===== src/rtl/cyc_ctrl_pkg.sv =====
package cyc_ctrl_pkg;

    localparam int OPC_W  = 3;
    localparam int STEP_W = 3;

    typedef enum logic [1:0] {
        PH_FETCH = 2'b00,
        PH_INDIR = 2'b01,
        PH_EXEC  = 2'b10,
        PH_INTR  = 2'b11
    } phase_e;

    localparam logic [OPC_W-1:0] OP_ADD = 3'd1;
    localparam logic [OPC_W-1:0] OP_ISZ = 3'd2;
    localparam logic [OPC_W-1:0] OP_BSA = 3'd3;
    localparam logic [OPC_W-1:0] OP_ION = 3'd4;

    // datapath strobes for one step
    typedef struct packed {
        logic mar_from_pc;
        logic mar_from_ir;
        logic mar_from_save;
        logic mbr_from_mem;
        logic mbr_from_pc;
        logic mbr_inc;
        logic pc_inc;
        logic pc_inc_if_zero;
        logic pc_from_ir;
        logic pc_from_isr;
        logic ir_from_mbr;
        logic iraddr_from_mbr;
        logic ac_add;
        logic mem_rd;
        logic mem_wr;
    } dp_ctl_t;

    // sequencing strobes for one step
    typedef struct packed {
        logic last;
        logic ien_set;
        logic ien_clr;
    } sq_ctl_t;

    typedef struct packed {
        phase_e            phase;
        logic [STEP_W-1:0] step;
        logic              ien;
    } seq_st_t;

endpackage


===== src/rtl/cyc_incr.sv =====
module cyc_incr #(
    parameter int W = 16
) (
    input  logic [W-1:0] a,
    output logic [W-1:0] y
);
    assign y = a + W'(1);
endmodule


===== src/rtl/cyc_decode.sv =====
module cyc_decode
    import cyc_ctrl_pkg::*;
(
    input  phase_e                   phase,
    input  logic [STEP_W-1:0]        step,
    input  logic [OPC_W-1:0]         opcode,
    output dp_ctl_t                  dp,
    output sq_ctl_t                  sq
);
    always_comb begin
        dp = '0;
        sq = '0;
        unique case (phase)
            PH_FETCH: begin
                case (step)
                    3'd1:    dp.mar_from_pc = 1'b1;
                    3'd2:    begin dp.mem_rd = 1'b1; dp.mbr_from_mem = 1'b1; dp.pc_inc = 1'b1; end
                    default: begin dp.ir_from_mbr = 1'b1; sq.last = 1'b1; end
                endcase
            end
            PH_INDIR: begin
                case (step)
                    3'd1:    dp.mar_from_ir = 1'b1;
                    3'd2:    begin dp.mem_rd = 1'b1; dp.mbr_from_mem = 1'b1; end
                    default: begin dp.iraddr_from_mbr = 1'b1; sq.last = 1'b1; end
                endcase
            end
            PH_EXEC: begin
                case (opcode)
                    OP_ADD: begin
                        case (step)
                            3'd1:    dp.mar_from_ir = 1'b1;
                            3'd2:    begin dp.mem_rd = 1'b1; dp.mbr_from_mem = 1'b1; end
                            default: begin dp.ac_add = 1'b1; sq.last = 1'b1; end
                        endcase
                    end
                    OP_ISZ: begin
                        case (step)
                            3'd1:    dp.mar_from_ir = 1'b1;
                            3'd2:    begin dp.mem_rd = 1'b1; dp.mbr_from_mem = 1'b1; end
                            3'd3:    dp.mbr_inc = 1'b1;
                            default: begin dp.mem_wr = 1'b1; dp.pc_inc_if_zero = 1'b1; sq.last = 1'b1; end
                        endcase
                    end
                    OP_BSA: begin
                        case (step)
                            3'd1:    begin dp.mar_from_ir = 1'b1; dp.mbr_from_pc = 1'b1; end
                            3'd2:    begin dp.pc_from_ir = 1'b1; dp.mem_wr = 1'b1; end
                            default: begin dp.pc_inc = 1'b1; sq.last = 1'b1; end
                        endcase
                    end
                    OP_ION: begin
                        sq.ien_set = 1'b1;
                        sq.last    = 1'b1;
                    end
                    default: sq.last = 1'b1;
                endcase
            end
            default: begin
                case (step)
                    3'd1:    dp.mbr_from_pc = 1'b1;
                    3'd2:    begin dp.mar_from_save = 1'b1; dp.pc_from_isr = 1'b1; end
                    default: begin dp.mem_wr = 1'b1; sq.ien_clr = 1'b1; sq.last = 1'b1; end
                endcase
            end
        endcase
    end
endmodule


===== src/rtl/cyc_seq.sv =====
module cyc_seq
    import cyc_ctrl_pkg::*;
(
    input  logic              clk,
    input  logic              rst,
    input  logic              irq,
    input  logic              ind_bit,
    input  sq_ctl_t           sq,
    output phase_e            phase,
    output logic [STEP_W-1:0] step,
    output logic              ien
);
    seq_st_t st_d, st_q;

    always_comb begin
        st_d = st_q;
        if (sq.ien_set) st_d.ien = 1'b1;
        if (sq.ien_clr) st_d.ien = 1'b0;
        if (sq.last) begin
            st_d.step = STEP_W'(1);
            unique case (st_q.phase)
                PH_FETCH: st_d.phase = ind_bit ? PH_INDIR : PH_EXEC;
                PH_INDIR: st_d.phase = PH_EXEC;
                PH_EXEC:  st_d.phase = (irq && st_q.ien) ? PH_INTR : PH_FETCH;
                default:  st_d.phase = PH_FETCH;
            endcase
        end else begin
            st_d.step = st_q.step + STEP_W'(1);
        end
    end

    always_ff @(posedge clk) begin
        if (rst) begin
            st_q.phase <= PH_FETCH;
            st_q.step  <= STEP_W'(1);
            st_q.ien   <= 1'b0;
        end else begin
            st_q <= st_d;
        end
    end

    assign phase = st_q.phase;
    assign step  = st_q.step;
    assign ien   = st_q.ien;
endmodule


===== src/rtl/cyc_datapath.sv =====
module cyc_datapath
    import cyc_ctrl_pkg::*;
#(
    parameter int           AW        = 12,
    parameter logic [AW-1:0] SAVE_ADDR = 12'hF00,
    parameter logic [AW-1:0] ISR_ADDR  = 12'hE00,
    localparam int          DW        = OPC_W + 1 + AW
) (
    input  logic             clk,
    input  logic             rst,
    input  dp_ctl_t          dp,
    input  logic [DW-1:0]    mem_rdata,
    output logic [AW-1:0]    mem_addr,
    output logic [DW-1:0]    mem_wdata,
    output logic             mem_we,
    output logic             mem_re,
    output logic [AW-1:0]    pc,
    output logic [DW-1:0]    ac,
    output logic [DW-1:0]    ir,
    output logic [OPC_W-1:0] opcode,
    output logic             mbr_ind
);
    typedef struct packed {
        logic [AW-1:0] pc;
        logic [AW-1:0] mar;
        logic [DW-1:0] mbr;
        logic [DW-1:0] ir;
        logic [DW-1:0] ac;
    } dp_st_t;

    dp_st_t        r_d, r_q;
    logic [DW-1:0] inc_a, inc_y;

    assign inc_a = dp.mbr_inc ? r_q.mbr : {{(DW-AW){1'b0}}, r_q.pc};

    cyc_incr #(.W(DW)) u_incr (.a(inc_a), .y(inc_y));

    always_comb begin
        r_d = r_q;
        if (dp.mar_from_pc)   r_d.mar = r_q.pc;
        if (dp.mar_from_ir)   r_d.mar = r_q.ir[AW-1:0];
        if (dp.mar_from_save) r_d.mar = SAVE_ADDR;
        if (dp.mbr_from_mem)  r_d.mbr = mem_rdata;
        if (dp.mbr_from_pc)   r_d.mbr = {{(DW-AW){1'b0}}, r_q.pc};
        if (dp.mbr_inc)       r_d.mbr = inc_y;
        if (dp.pc_inc || (dp.pc_inc_if_zero && r_q.mbr == '0))
            r_d.pc = inc_y[AW-1:0];
        if (dp.pc_from_ir)    r_d.pc = r_q.ir[AW-1:0];
        if (dp.pc_from_isr)   r_d.pc = ISR_ADDR;
        if (dp.ir_from_mbr)   r_d.ir = r_q.mbr;
        if (dp.iraddr_from_mbr) r_d.ir[AW-1:0] = r_q.mbr[AW-1:0];
        if (dp.ac_add)        r_d.ac = r_q.ac + r_q.mbr;
    end

    always_ff @(posedge clk) begin
        if (rst) r_q <= '0;
        else     r_q <= r_d;
    end

    assign mem_addr  = r_q.mar;
    assign mem_wdata = r_q.mbr;
    assign mem_we    = dp.mem_wr;
    assign mem_re    = dp.mem_rd;
    assign pc        = r_q.pc;
    assign ac        = r_q.ac;
    assign ir        = r_q.ir;
    assign opcode    = r_q.ir[DW-1 -: OPC_W];
    assign mbr_ind   = r_q.mbr[AW];
endmodule


===== src/rtl/cyc_ctrl_top.sv =====
module cyc_ctrl_top
    import cyc_ctrl_pkg::*;
#(
    parameter int            AW        = 12,
    parameter logic [AW-1:0] SAVE_ADDR = 12'hF00,
    parameter logic [AW-1:0] ISR_ADDR  = 12'hE00,
    localparam int           DW        = OPC_W + 1 + AW
) (
    input  logic              clk,
    input  logic              rst,
    input  logic              irq,
    input  logic [DW-1:0]     mem_rdata,
    output logic [AW-1:0]     mem_addr,
    output logic [DW-1:0]     mem_wdata,
    output logic              mem_we,
    output logic              mem_re,
    output logic [AW-1:0]     pc_o,
    output logic [DW-1:0]     ac_o,
    output logic [DW-1:0]     ir_o,
    output logic [1:0]        phase_o,
    output logic [STEP_W-1:0] step_o,
    output logic              ien_o
);
    dp_ctl_t          dp;
    sq_ctl_t          sq;
    phase_e           phase;
    logic [OPC_W-1:0] opcode;
    logic             mbr_ind;

    cyc_decode u_decode (
        .phase  (phase),
        .step   (step_o),
        .opcode (opcode),
        .dp     (dp),
        .sq     (sq)
    );

    cyc_seq u_seq (
        .clk     (clk),
        .rst     (rst),
        .irq     (irq),
        .ind_bit (mbr_ind),
        .sq      (sq),
        .phase   (phase),
        .step    (step_o),
        .ien     (ien_o)
    );

    cyc_datapath #(.AW(AW), .SAVE_ADDR(SAVE_ADDR), .ISR_ADDR(ISR_ADDR)) u_dp (
        .clk       (clk),
        .rst       (rst),
        .dp        (dp),
        .mem_rdata (mem_rdata),
        .mem_addr  (mem_addr),
        .mem_wdata (mem_wdata),
        .mem_we    (mem_we),
        .mem_re    (mem_re),
        .pc        (pc_o),
        .ac        (ac_o),
        .ir        (ir_o),
        .opcode    (opcode),
        .mbr_ind   (mbr_ind)
    );

    assign phase_o = phase;
endmodule


===== config.mk =====
export PLATFORM = sky130hd
export DESIGN_NAME = cyc_ctrl_top
export DESIGN_NICKNAME = d
export VERILOG_FILES = /design/src/rtl/cyc_ctrl_pkg.sv /design/src/rtl/cyc_incr.sv /design/src/rtl/cyc_decode.sv /design/src/rtl/cyc_seq.sv /design/src/rtl/cyc_datapath.sv /design/src/rtl/cyc_ctrl_top.sv
export SDC_FILE = /design/constraint.sdc
export NUM_CORES = 1
export LEC_CHECK = 0
export ABC_AREA = 1
export BUFFER_PORTS_ARGS = -buffer_cell sky130_fd_sc_hd__buf_2
export CORE_AREA = 2 2 106 108
export CTS_CLUSTER_DIAMETER = 150
export DETAILED_ROUTE_END_ITERATION = 8
export DIE_AREA = 0 0 108 110
export PLACE_DENSITY = 0.83
export SETUP_SLACK_MARGIN = 0.02
export SYNTH_ARGS = -nofsm -noshare
export SYNTH_HDL_FRONTEND = slang
export SYNTH_HIERARCHICAL = 1
export SYNTH_SLANG_ARGS = --single-unit

===== constraint.sdc =====
create_clock -name clk -period 3.3 [get_ports clk]
set_input_delay 0.33 -clock clk [delete_from_list [all_inputs] [get_ports clk]]
set_output_delay 0.33 -clock clk [all_outputs]
set_load 0.1 [all_outputs]

==> results of run 1 <==
[cell usage after synthesis, types with 2 or more instances]
| library cell | n |
|---|---|
| sky130_fd_sc_hd__nand2_2 | 3 |
| sky130_fd_sc_hd__or2_1 | 2 |
| sky130_fd_sc_hd__mux2i_1 | 5 |
| sky130_fd_sc_hd__nor2_4 | 2 |
| sky130_fd_sc_hd__o211ai_1 | 15 |
| sky130_fd_sc_hd__o21ai_1 | 8 |
| sky130_fd_sc_hd__nand3b_1 | 3 |
| sky130_fd_sc_hd__nand3_1 | 30 |
| sky130_fd_sc_hd__a21oi_1 | 31 |
| sky130_fd_sc_hd__xnor2_1 | 8 |
| sky130_fd_sc_hd__buf_4 | 20 |
| sky130_fd_sc_hd__nor4_1 | 3 |
| sky130_fd_sc_hd__o221ai_1 | 8 |
| sky130_fd_sc_hd__nand4_1 | 8 |
| sky130_fd_sc_hd__nand2_1 | 211 |
| sky130_fd_sc_hd__clkbuf_1 | 12 |
| sky130_fd_sc_hd__ha_1 | 22 |
| sky130_fd_sc_hd__dfxtp_1 | 78 |
| sky130_fd_sc_hd__buf_1 | 2 |
| sky130_fd_sc_hd__inv_2 | 3 |
| sky130_fd_sc_hd__a31oi_1 | 21 |
| sky130_fd_sc_hd__a22oi_1 | 4 |
| sky130_fd_sc_hd__clkbuf_2 | 2 |
| sky130_fd_sc_hd__inv_1 | 107 |
| sky130_fd_sc_hd__nor3_1 | 5 |
| sky130_fd_sc_hd__nand2_4 | 2 |
| sky130_fd_sc_hd__o21ai_0 | 54 |
| sky130_fd_sc_hd__nor2_1 | 120 |
| sky130_fd_sc_hd__nor2_2 | 7 |
| sky130_fd_sc_hd__xor2_1 | 5 |
| sky130_fd_sc_hd__buf_2 | 12 |
| sky130_fd_sc_hd__nand3_2 | 4 |
[per-layer routing]
metal | global-route usage | part of all wire
met2 | 0.4371 | 0.45
met3 | 0.04938 | 0.081
met4 | 0.1291 | 0.041
met1 | 0.3133 | 0.42
met5 | 0 | 0
[flip-flops by register name, summed over array words and instances, names as in the netlist]
| signal | flops |
|---|---|
| u_dp/pc | 12 |
| u_dp/mem_addr | 12 |
| u_seq/ien | 1 |
| u_dp/ac | 16 |
| u_seq/step | 3 |
| u_seq/phase | 2 |
| u_dp/mem_wdata | 16 |
| u_dp/ir | 16 |
[cell type report]
cell class              instances  area, µm²
clock inverters                 6      70.07
flip-flops and latches         78       1565
fillers                      1091       4776
repair buffers                107      570.5
inverters                     111      416.7
multi-input cells             587       2997
clock buffers                  10      127.6
well taps                     140      175.2
[metrics by stage]
stage | utilization | total power [mW] | instances | area (µm²)
detailed placement | 0.5351 | 5.415 | 1023 | 5724
global placement | 0.5351 | 5.351 | 1023 | 5724
global route | 0.5536 | 6.499 | 1039 | 5922
floorplan | - | 4.738 | 825 | 5250
finish | 0.5536 | 6.176 | 1039 | 5922
CTS | 0.5536 | 6.157 | 1039 | 5922
[cell families after synthesis]
| kind of cell | count (synthesis) | share of synthesized area |
|---|---|---|
| multiplexers | 5 | 0.009540 |
| XOR/XNOR | 13 | 0.02170 |
| adder cells (fa/ha/maj) | 23 | 0.05628 |
| AND/OR/NAND/NOR | 403 | 0.3234 |
| flip-flops | 78 | 0.2976 |
| AO/OA/AOI/OAI | 143 | 0.1572 |
| buffers and inverters | 160 | 0.1343 |
[where the power goes]
group          switching [mW]  internal (mW)
Clock                   0.390          0.355
Sequential              0.343           1.22
Combinational            3.12          0.744
Total                    3.86           2.32
[tightest hold or removal path, stage by stage]
cell and delay (ns):
sky130_fd_sc_hd__buf_2 0.08, sky130_fd_sc_hd__o211ai_1 0.07, sky130_fd_sc_hd__a31oi_1 0.12
[worst max-delay path by stage]
stage | start | endpoint
global route | u_seq/phase[0]$_SDFFE_PP0P_ | u_dp/pc[10]$_SDFFE_PP0P_
global placement | u_seq/phase[0]$_SDFFE_PP0P_ | u_dp/pc[10]$_SDFFE_PP0P_
CTS | u_seq/phase[0]$_SDFFE_PP0P_ | u_dp/pc[10]$_SDFFE_PP0P_
detailed placement | u_seq/phase[0]$_SDFFE_PP0P_ | u_dp/pc[10]$_SDFFE_PP0P_
finish | u_seq/phase[0]$_SDFFE_PP0P_ | u_dp/pc[10]$_SDFFE_PP0P_
floorplan | u_seq/step[1]$_SDFF_PP0_ | u_dp/pc[10]$_SDFFE_PP0P_
==> impl_metrics.yaml, run 1 <==
logic_synthesis:
  postSynthRegisterBits: 78
  synth.area.top_cells: "sky130_fd_sc_hd__dfxtp_1 (30%), sky130_fd_sc_hd__nand2_1 (15%), sky130_fd_sc_hd__nor2_1 (8.6%)"
  post_synth_num_cell_types: 40
  synth_enable_flop_cells: 0
  synth_largest_area_cell: "sky130_fd_sc_hd__dfxtp_1"
  syn-instance-count: 825
  synthFlopType: "sky130_fd_sc_hd__dfxtp_1"
  netlist_area_mm2: 0.005246
  ys_seq_area_frac: 0.2976
  average_instance_area_after_synthesis_um2: 6.359
  synthesis.yosys.warnings: 6
  async_flop_share: 0
  synth.net_count: 867
  synth_top_area_frac: 0.2976
clock_network:
  postCtsSetupRepairBufs: 0
  clock_tree_from_tritoncts: "built"
  path_clk_slew_ns: 0.09
  hold_fix_buffers_at_cts: 0
  root_buffer: "sky130_fd_sc_hd__clkbuf_8"
  clock-sinks: 78
  cts.htree.levels: 3
  cts_buffers: 9
  clock_insertion_delay_worst_skew_ns: 0.36
  postCtsResizedCells: 0
  cts_max_path_buffers: 2
hold_path:
  hold_path_end: "u_dp/mem_wdata[6]$_SDFFE_PP0P_"
  min_from: "mem_rdata[6]"
  holdCritPathClass: "input port to flip-flop"
  timing.hold.worst_path_depth: 3
setup_path:
  worstPathBufferInverterCount: 3
  critical_path.slowest_cell: "sky130_fd_sc_hd__dfxtp_2"
  setup.worst_path.end_class: "flip-flop"
  worstSetupPathType: "flip-flop to flip-flop"
  path_delay_family: "simple AND/OR/NAND/NOR gates"
  setup.worst_path.start_class: "flip-flop"
  worstRegToRegCells: 17
  rr_startpoint: "u_seq/phase[0]$_SDFFE_PP0P_"
  critical_path.cell_chain: "inv_1 -> ha_1 -> nand2_1 -> nor4_2 -> buf_12 -> nand2_1 -> o21ai_0 -> ha_1 -> nand3_2 -> inv_2 -> nand2_1 -> o21ai_1 -> nand2_1 -> mux2i_1 -> nand3_1 -> nand2_1 -> nor2_1"
  worst_ep_required_time_ns: 3.55
  cp.arrival_ns: 3.10
  critical_path_peak_fanout: 46
  path_common_cell: "sky130_fd_sc_hd__nand2_1"
  timing.reg2reg.setup_slack_ns: 0.45
  crit_cells: 17
  r2r_end: "u_dp/pc[10]$_SDFFE_PP0P_"
  critical-path-max-stage-delay_ns: 0.36
routing:
  drc_errors: 0
  routed_wl_um: 15130
  detailedRoute.firstPassIterationCount: 6
  postRouteAntennaNets: 0
  via_count: 5586
  route.detailed.vias_per_inst: 5.376
  detail_route.iter0.violations: 489
  drt-wirelength-per-cell_um: 14.56
place:
  gp_congestion: 0.9383
  port_buffers: 98
  hpwl_um: 11290
  dpl_worst_slack_ns: 0.5223
timing:
  fin_worst_hold_slack_ns: 0.2743
  finalHoldViolations: 0
  slew_headroom: 0.2744
  worst-slew-pin-transition_ns: 1.087
  timing_max_transition_violations_final: 0
  timing.final.crit_share: 0.8626
  finalSetupTns_ns: 0
  finalWorstPathRequiredPeriod_ns: 2.847
  setup_violations: 0
  final_worst_setup_slack_ns: 0.4534
  fin_skew_ns: 0.01349
  achievable-frequency_mhz: 351.3
  grt_setup_unrepaired: "no"
floorplan:
  floorplan.io_pins: 99
  chipHeight_um: 110
  fp_rows: 38
  die-width_um: 108
  floorplan.die_area_mm2: 0.01188
  core_region_area_mm2: 0.01070
  effective_utilization_at_floorplan: 0.4904
grt:
  pin_count_of_the_biggest_net_entering_global_routing: 47
  antenna_found_initial: 0
  global_route_wire_length_before_repair_um: 24020
  grt-ovfl-total: 0
  globalRouteTotalUtil: 0.2577
  grt_pass1_vias: 4989
cells_and_area:
  antennaDiodeCount: 0
  commonest_cells_after_routing_fill_and_taps_aside: "sky130_fd_sc_hd__nand2_1 (211), sky130_fd_sc_hd__nor2_1 (120), sky130_fd_sc_hd__inv_1 (107), sky130_fd_sc_hd__buf_2 (98), sky130_fd_sc_hd__dfxtp_1 (75)"
  commonest_non_fill_non_tap_cell_in_the_layout: "sky130_fd_sc_hd__nand2_1"
  design.final.nets: 936
  layout-area-overhead-vs-synth_pct: 12.88
  final_layout_size_suffix_gt1_frac: 0.1702
run:
  max_cap_viol: 0
status:
  status: "complete, no violations"
pwr:
  power_density_mw_per_mm2: 1043
  power.static_leakage_nw: 2.978
  peak_ir_drop_on_the_vdd_network_mv: 0.8310
Note: power is estimated with default switching activity, not from simulation.
==> run 2, diff against run 1 <==
Settings changed: RECOVER_POWER set to 50.
==> impl_metrics.yaml, run 2 (synthesized netlist as in run 1, its figures left out) <==
floorplan:
  chipHeight_um: 110
  floorplan.io_pins: 99
  effective_utilization_at_floorplan: 0.4904
  fp_rows: 38
  die-width_um: 108
  core_region_area_mm2: 0.01070
  floorplan.die_area_mm2: 0.01188
clock_network:
  postCtsSetupRepairBufs: 0
  cts_max_path_buffers: 2
  clock_tree_from_tritoncts: "built"
  clock-sinks: 78
  cts.htree.levels: 3
  path_clk_slew_ns: 0.09
  hold_fix_buffers_at_cts: 0
  clock_insertion_delay_worst_skew_ns: 0.36
  root_buffer: "sky130_fd_sc_hd__clkbuf_8"
  cts_buffers: 9
  postCtsResizedCells: 0
timing:
  finalWorstPathRequiredPeriod_ns: 2.889
  timing.final.crit_share: 0.8755
  slew_headroom: 0.1740
  timing_max_transition_violations_final: 0
  final_worst_setup_slack_ns: 0.4107
  worst-slew-pin-transition_ns: 1.244
  finalSetupTns_ns: 0
  setup_violations: 0
  grt_setup_unrepaired: "no"
  achievable-frequency_mhz: 346.1
  fin_skew_ns: 0.01294
  fin_worst_hold_slack_ns: 0.2721
  finalHoldViolations: 0
setup_path:
  setup.worst_path.start_class: "flip-flop"
  critical_path_peak_fanout: 46
  worstSetupPathType: "flip-flop to flip-flop"
  worst_ep_required_time_ns: 3.56
  critical_path.slowest_cell: "sky130_fd_sc_hd__dfxtp_1"
  cp.arrival_ns: 3.15
  critical_path.cell_chain: "inv_1 -> ha_1 -> nand2_1 -> nor4_2 -> buf_12 -> nand2_1 -> o21ai_0 -> ha_1 -> nand3_2 -> inv_2 -> nand2_1 -> o21ai_1 -> nand2_1 -> mux2i_1 -> nand3_1 -> nand2_1 -> nor2_1"
  critical-path-max-stage-delay_ns: 0.38
  path_common_cell: "sky130_fd_sc_hd__nand2_1"
  setup.worst_path.end_class: "flip-flop"
status:
  status: "complete, no violations"
place:
  dpl_worst_slack_ns: 0.5223
  placed_cells_incl_taps: 1023
  gp_congestion: 0.9383
  port_buffers: 98
  hpwl_um: 11290
grt:
  global_route_wire_length_before_repair_um: 24020
  globalRouteTotalUtil: 0.2577
  grt-ovfl-total: 0
  grt_pass1_vias: 4989
  antenna_found_initial: 0
  pin_count_of_the_biggest_net_entering_global_routing: 47
routing:
  routed_wl_um: 15260
  detail_route.iter0.violations: 445
  drc_errors: 0
  postRouteAntennaNets: 0
  via_count: 5581
  drt-wirelength-per-cell_um: 14.68
  route.detailed.vias_per_inst: 5.372
  detailedRoute.firstPassIterationCount: 6
cells_and_area:
  layout-area-overhead-vs-synth_pct: 10.85
  final_layout_size_suffix_gt1_frac: 0.08343
  commonest_non_fill_non_tap_cell_in_the_layout: "sky130_fd_sc_hd__nand2_1"
  layout.cells.non_filler: 1039
  fillerInstances: 1120
  antennaDiodeCount: 0
  commonest_cells_after_routing_fill_and_taps_aside: "sky130_fd_sc_hd__nand2_1 (212), sky130_fd_sc_hd__nor2_1 (120), sky130_fd_sc_hd__inv_1 (108), sky130_fd_sc_hd__dfxtp_1 (76), sky130_fd_sc_hd__clkbuf_1 (75)"
  design.final.nets: 936
pwr:
  power_density_mw_per_mm2: 1050
  peak_ir_drop_on_the_vdd_network_mv: 0.8033
  power.static_leakage_nw: 2.671
  power.total_mw: 6.106
run:
  max_cap_viol: 0
hold_path:
  holdCritPathClass: "input port to flip-flop"
run 2: changes by cell type in the layout (fill, tap and decap cells not counted):
cell,previous run,this run
sky130_fd_sc_hd__buf_2,98,24
sky130_fd_sc_hd__clkbuf_1,1,75
sky130_fd_sc_hd__dfxtp_1,75,76
sky130_fd_sc_hd__dfxtp_2,3,2
sky130_fd_sc_hd__inv_1,107,108
sky130_fd_sc_hd__inv_2,3,2
sky130_fd_sc_hd__nand2_1,211,212
sky130_fd_sc_hd__nand2_4,2,1
sky130_fd_sc_hd__nand3_1,30,31
sky130_fd_sc_hd__nand3_2,4,3
run 2: metrics by stage:
| step | util | instance area (µm²) |
|---|---|---|
| after floorplan | - | 5250 |
| after global placement | 0.5351 | 5724 |
| after detailed placement | 0.5351 | 5724 |
| after CTS | 0.5536 | 5922 |
| after global routing | 0.5436 | 5816 |
| final | 0.5436 | 5816 |
run 2: critical path: cells and delay by family, from the launching register on:
kind / cells / cell delay [ns]
fa+ha+maj: 2 / 0.51
flops: 1 / 0.38
buf+inv: 3 / 0.49
mux: 1 / 0.12
simple gates: 9 / 0.98
compound gates: 2 / 0.31
run 2: layout make-up:
type                       instances  area, µm²  share of cell area
inverter                         111      416.7             0.07164
sequential                        78       1564              0.2689
clock inverter                     6      70.07             0.01205
timing repair buffer             107      478.0             0.08219
tap                              140      175.2             0.03012
multi-input combinational        587       2984              0.5131
clock buffer                      10      127.6             0.02194
run 2: path summary, 6_finish.rpt:
kind                                from                             end  slack (ns)  depth (start not counted)
min reg2reg     u_seq/step[0]$_SDFF_PP1_        u_seq/step[0]$_SDFF_PP1_        0.49                          1
min                         mem_rdata[6]  u_dp/mem_wdata[6]$_SDFFE_PP0P_        0.27                          3
max          u_seq/phase[0]$_SDFFE_PP0P_        u_dp/pc[10]$_SDFFE_PP0P_        0.41                         17
max reg2reg  u_seq/phase[0]$_SDFFE_PP0P_        u_dp/pc[10]$_SDFFE_PP0P_        0.41                         17
run 2: power by group:
part / leakage, nW / internal (mW) / switching [mW] / total, mW
combinational: 1.95 / 0.665 / 3.12 / 3.78
sequential: 0.636 / 1.22 / 0.351 / 1.57
clock: 0.0895 / 0.355 / 0.396 / 0.751
run 2: routing by layer:
layer	GRT usage	up-vias	wire length, µm
li1	-	2763	-
met1	0.3133	2521	6503
met2	0.4371	254	6960
met3	0.04938	43	1244
met4	0.1291	0	549
met5	0	-	0
==> run 3, diff against run 2 <==
Settings changed: PLACE_DENSITY 0.83 to 0.72, RECOVER_POWER 50 to 100.
==> impl_metrics.yaml, run 3 (synthesized netlist as in run 1, its figures left out) <==
floorplan:
  die-width_um: 108
  core_region_area_mm2: 0.01070
  chipHeight_um: 110
  fp_rows: 38
  effective_utilization_at_floorplan: 0.4904
  floorplan.io_pins: 99
  floorplan.die_area_mm2: 0.01188
clock_network:
  cts_max_path_buffers: 2
  cts_buffers: 9
  path_clk_slew_ns: 0.11
  postCtsResizedCells: 0
  clock_tree_from_tritoncts: "built"
  hold_fix_buffers_at_cts: 0
  root_buffer: "sky130_fd_sc_hd__clkbuf_8"
  postCtsSetupRepairBufs: 0
  clock-sinks: 78
  cts.htree.levels: 3
  clock_insertion_delay_worst_skew_ns: 0.37
cells_and_area:
  antennaDiodeCount: 0
  final_design_instance_area_without_fill_mm2: 0.005731
  fillerInstances: 1165
  final_layout_size_suffix_gt1_frac: 0.06912
  multiInputGateArea_mm2: 0.002960
  layout-area-overhead-vs-synth_pct: 9.230
  seq_area_mm2: 0.001564
  commonest_non_fill_non_tap_cell_in_the_layout: "sky130_fd_sc_hd__nand2_1"
  commonest_cells_after_routing_fill_and_taps_aside: "sky130_fd_sc_hd__nand2_1 (213), sky130_fd_sc_hd__nor2_1 (123), sky130_fd_sc_hd__inv_1 (108), sky130_fd_sc_hd__clkbuf_1 (80), sky130_fd_sc_hd__dfxtp_1 (76)"
  design.final.nets: 934
timing:
  timing.final.crit_share: 0.8800
  timing_max_transition_violations_final: 0
  grt_setup_unrepaired: "no"
  slew_headroom: 0.1777
  finalWorstPathRequiredPeriod_ns: 2.904
  worst-slew-pin-transition_ns: 1.233
  finalHoldViolations: 0
  fin_skew_ns: 0.02291
  achievable-frequency_mhz: 344.3
  setup_violations: 0
  finalSetupTns_ns: 0
place:
  placed_cell_area_mm2: 0.005697
  hpwl_um: 11000
  port_buffers: 98
  gp_congestion: 0.9039
routing:
  detailedRoute.firstPassIterationCount: 5
  postRouteAntennaNets: 0
  drc_errors: 0
  routed_wl_um: 14620
  drt-wirelength-per-cell_um: 14.10
  route.detailed.vias_per_inst: 5.153
  via_count: 5344
  detail_route.iter0.violations: 429
pwr:
  peak_ir_drop_on_the_vdd_network_mv: 0.8426
  p_int_mw: 2.098
  share_comb_of_total_power: 0.615
  power.static_leakage_nw: 2.626
  power_frac_clock: 0.116
  power.sequential.fraction: 0.269
  total_net_switching_power_mw: 3.786
  sw_frac_of_total: 0.6434
  power_density_mw_per_mm2: 1027
setup_path:
  critical_path_peak_fanout: 34
  worstSetupPathType: "flip-flop to flip-flop"
  path_common_cell: "sky130_fd_sc_hd__nand2_1"
  r2r_end: "u_dp/pc[10]$_SDFFE_PP0P_"
  cp.arrival_ns: 3.15
  worst_ep_required_time_ns: 3.54
  critical_path.slowest_cell: "sky130_fd_sc_hd__dfxtp_1"
  setup.worst_path.start_class: "flip-flop"
  critical-path-max-stage-delay_ns: 0.46
  rr_startpoint: "u_seq/phase[0]$_SDFFE_PP0P_"
  timing.reg2reg.setup_slack_ns: 0.40
  critical_path.cell_chain: "inv_1 -> ha_1 -> nand2_1 -> nor4_2 -> buf_4 -> o21ai_0 -> ha_1 -> nand3_2 -> inv_2 -> nand2_1 -> o21ai_1 -> nand2_1 -> mux2i_1 -> nand3_1 -> nand2_1 -> nor2_1"
  worstRegToRegCells: 16
  setup.worst_path.end_class: "flip-flop"
hold_path:
  min_from: "mem_rdata[14]"
  hold_path_end: "u_dp/mem_wdata[14]$_SDFFE_PP0P_"
  holdCritPathClass: "input port to flip-flop"
  timing.hold.worst_path_depth: 3
grt:
  grt-ovfl-total: 0
  globalRouteTotalUtil: 0.2479
  global_route_wire_length_before_repair_um: 22960
  pin_count_of_the_biggest_net_entering_global_routing: 41
  grt_pass1_vias: 4518
  antenna_found_initial: 0
run:
  max_cap_viol: 0
status:
  status: "complete, no violations"
==> run 3: worst max-delay path, delay by kind of cell (launching register included) <==
| kind | cells | cell delay [ns] |
|---|---|---|
| and+or+nand+nor | 8 | 0.68 |
| adders and majority gates | 2 | 0.53 |
| AOI/OAI and AO/OA | 2 | 0.53 |
| DFF | 1 | 0.46 |
| buffers and inverters | 3 | 0.45 |
| muxes | 1 | 0.13 |
==> run 3: stage by stage <==
step | total power, mW | utilization | hold WS, ns | std cells | worst slack (ns)
global placement | 5.297 | 0.5325 | 0.4720 | 1021 | 0.6148
floorplan | 4.738 | - | 0.4093 | 825 | 0.07586
global route | 6.225 | 0.5357 | 0.2414 | 1037 | 0.1036
finish | 5.885 | 0.5357 | 0.2358 | 1037 | 0.3959
CTS | 6.007 | 0.5490 | 0.2212 | 1037 | 0.4765
detailed placement | 5.326 | 0.5325 | 0.4734 | 1021 | 0.5167
==> run 3: cell type report <==
class	instances	area share
Clock inverter	7	0.009170
Multi-Input combinational cell	587	0.5166
Timing Repair Buffer	105	0.07642
Sequential cell	78	0.2729
Tap cell	140	0.03057
Clock buffer	9	0.02162
Inverter	111	0.07271
==> run 3: how the worst max path moves through the flow <==
stage                                 from  depth (start not counted)                  endpoint
6_report       u_seq/phase[0]$_SDFFE_PP0P_                         16  u_dp/pc[10]$_SDFFE_PP0P_
5_1_grt        u_seq/phase[0]$_SDFFE_PP0P_                         17  u_dp/pc[10]$_SDFFE_PP0P_
4_1_cts        u_seq/phase[0]$_SDFFE_PP0P_                         17  u_dp/pc[10]$_SDFFE_PP0P_
3_5_place_dp   u_seq/phase[0]$_SDFFE_PP0P_                         17  u_dp/pc[10]$_SDFFE_PP0P_
3_3_place_gp   u_seq/phase[0]$_SDFFE_PP0P_                         17  u_dp/pc[10]$_SDFFE_PP0P_
2_1_floorplan     u_seq/step[1]$_SDFF_PP0_                         16  u_dp/pc[10]$_SDFFE_PP0P_
==> run 3: routing by layer <==
metal | GRT usage | vias up | routed length, µm
met2 | 0.3980 | 183 | 6482
li1 | - | 2762 | -
met5 | 0 | - | 0
met1 | 0.3391 | 2386 | 6877
met4 | 0.06868 | 0 | 166
met3 | 0.05173 | 13 | 1093
==> run 3: power groups by stage <==
stage | Clock, mW | Sequential [mW] | Combinational, mW
global route | 0.734 | 1.62 | 3.87
finish | 0.682 | 1.58 | 3.62
global placement | 0 | 1.60 | 3.70
CTS | 0.697 | 1.58 | 3.73
detailed placement | 0 | 1.60 | 3.72
floorplan | 0 | 3.05 | 1.69
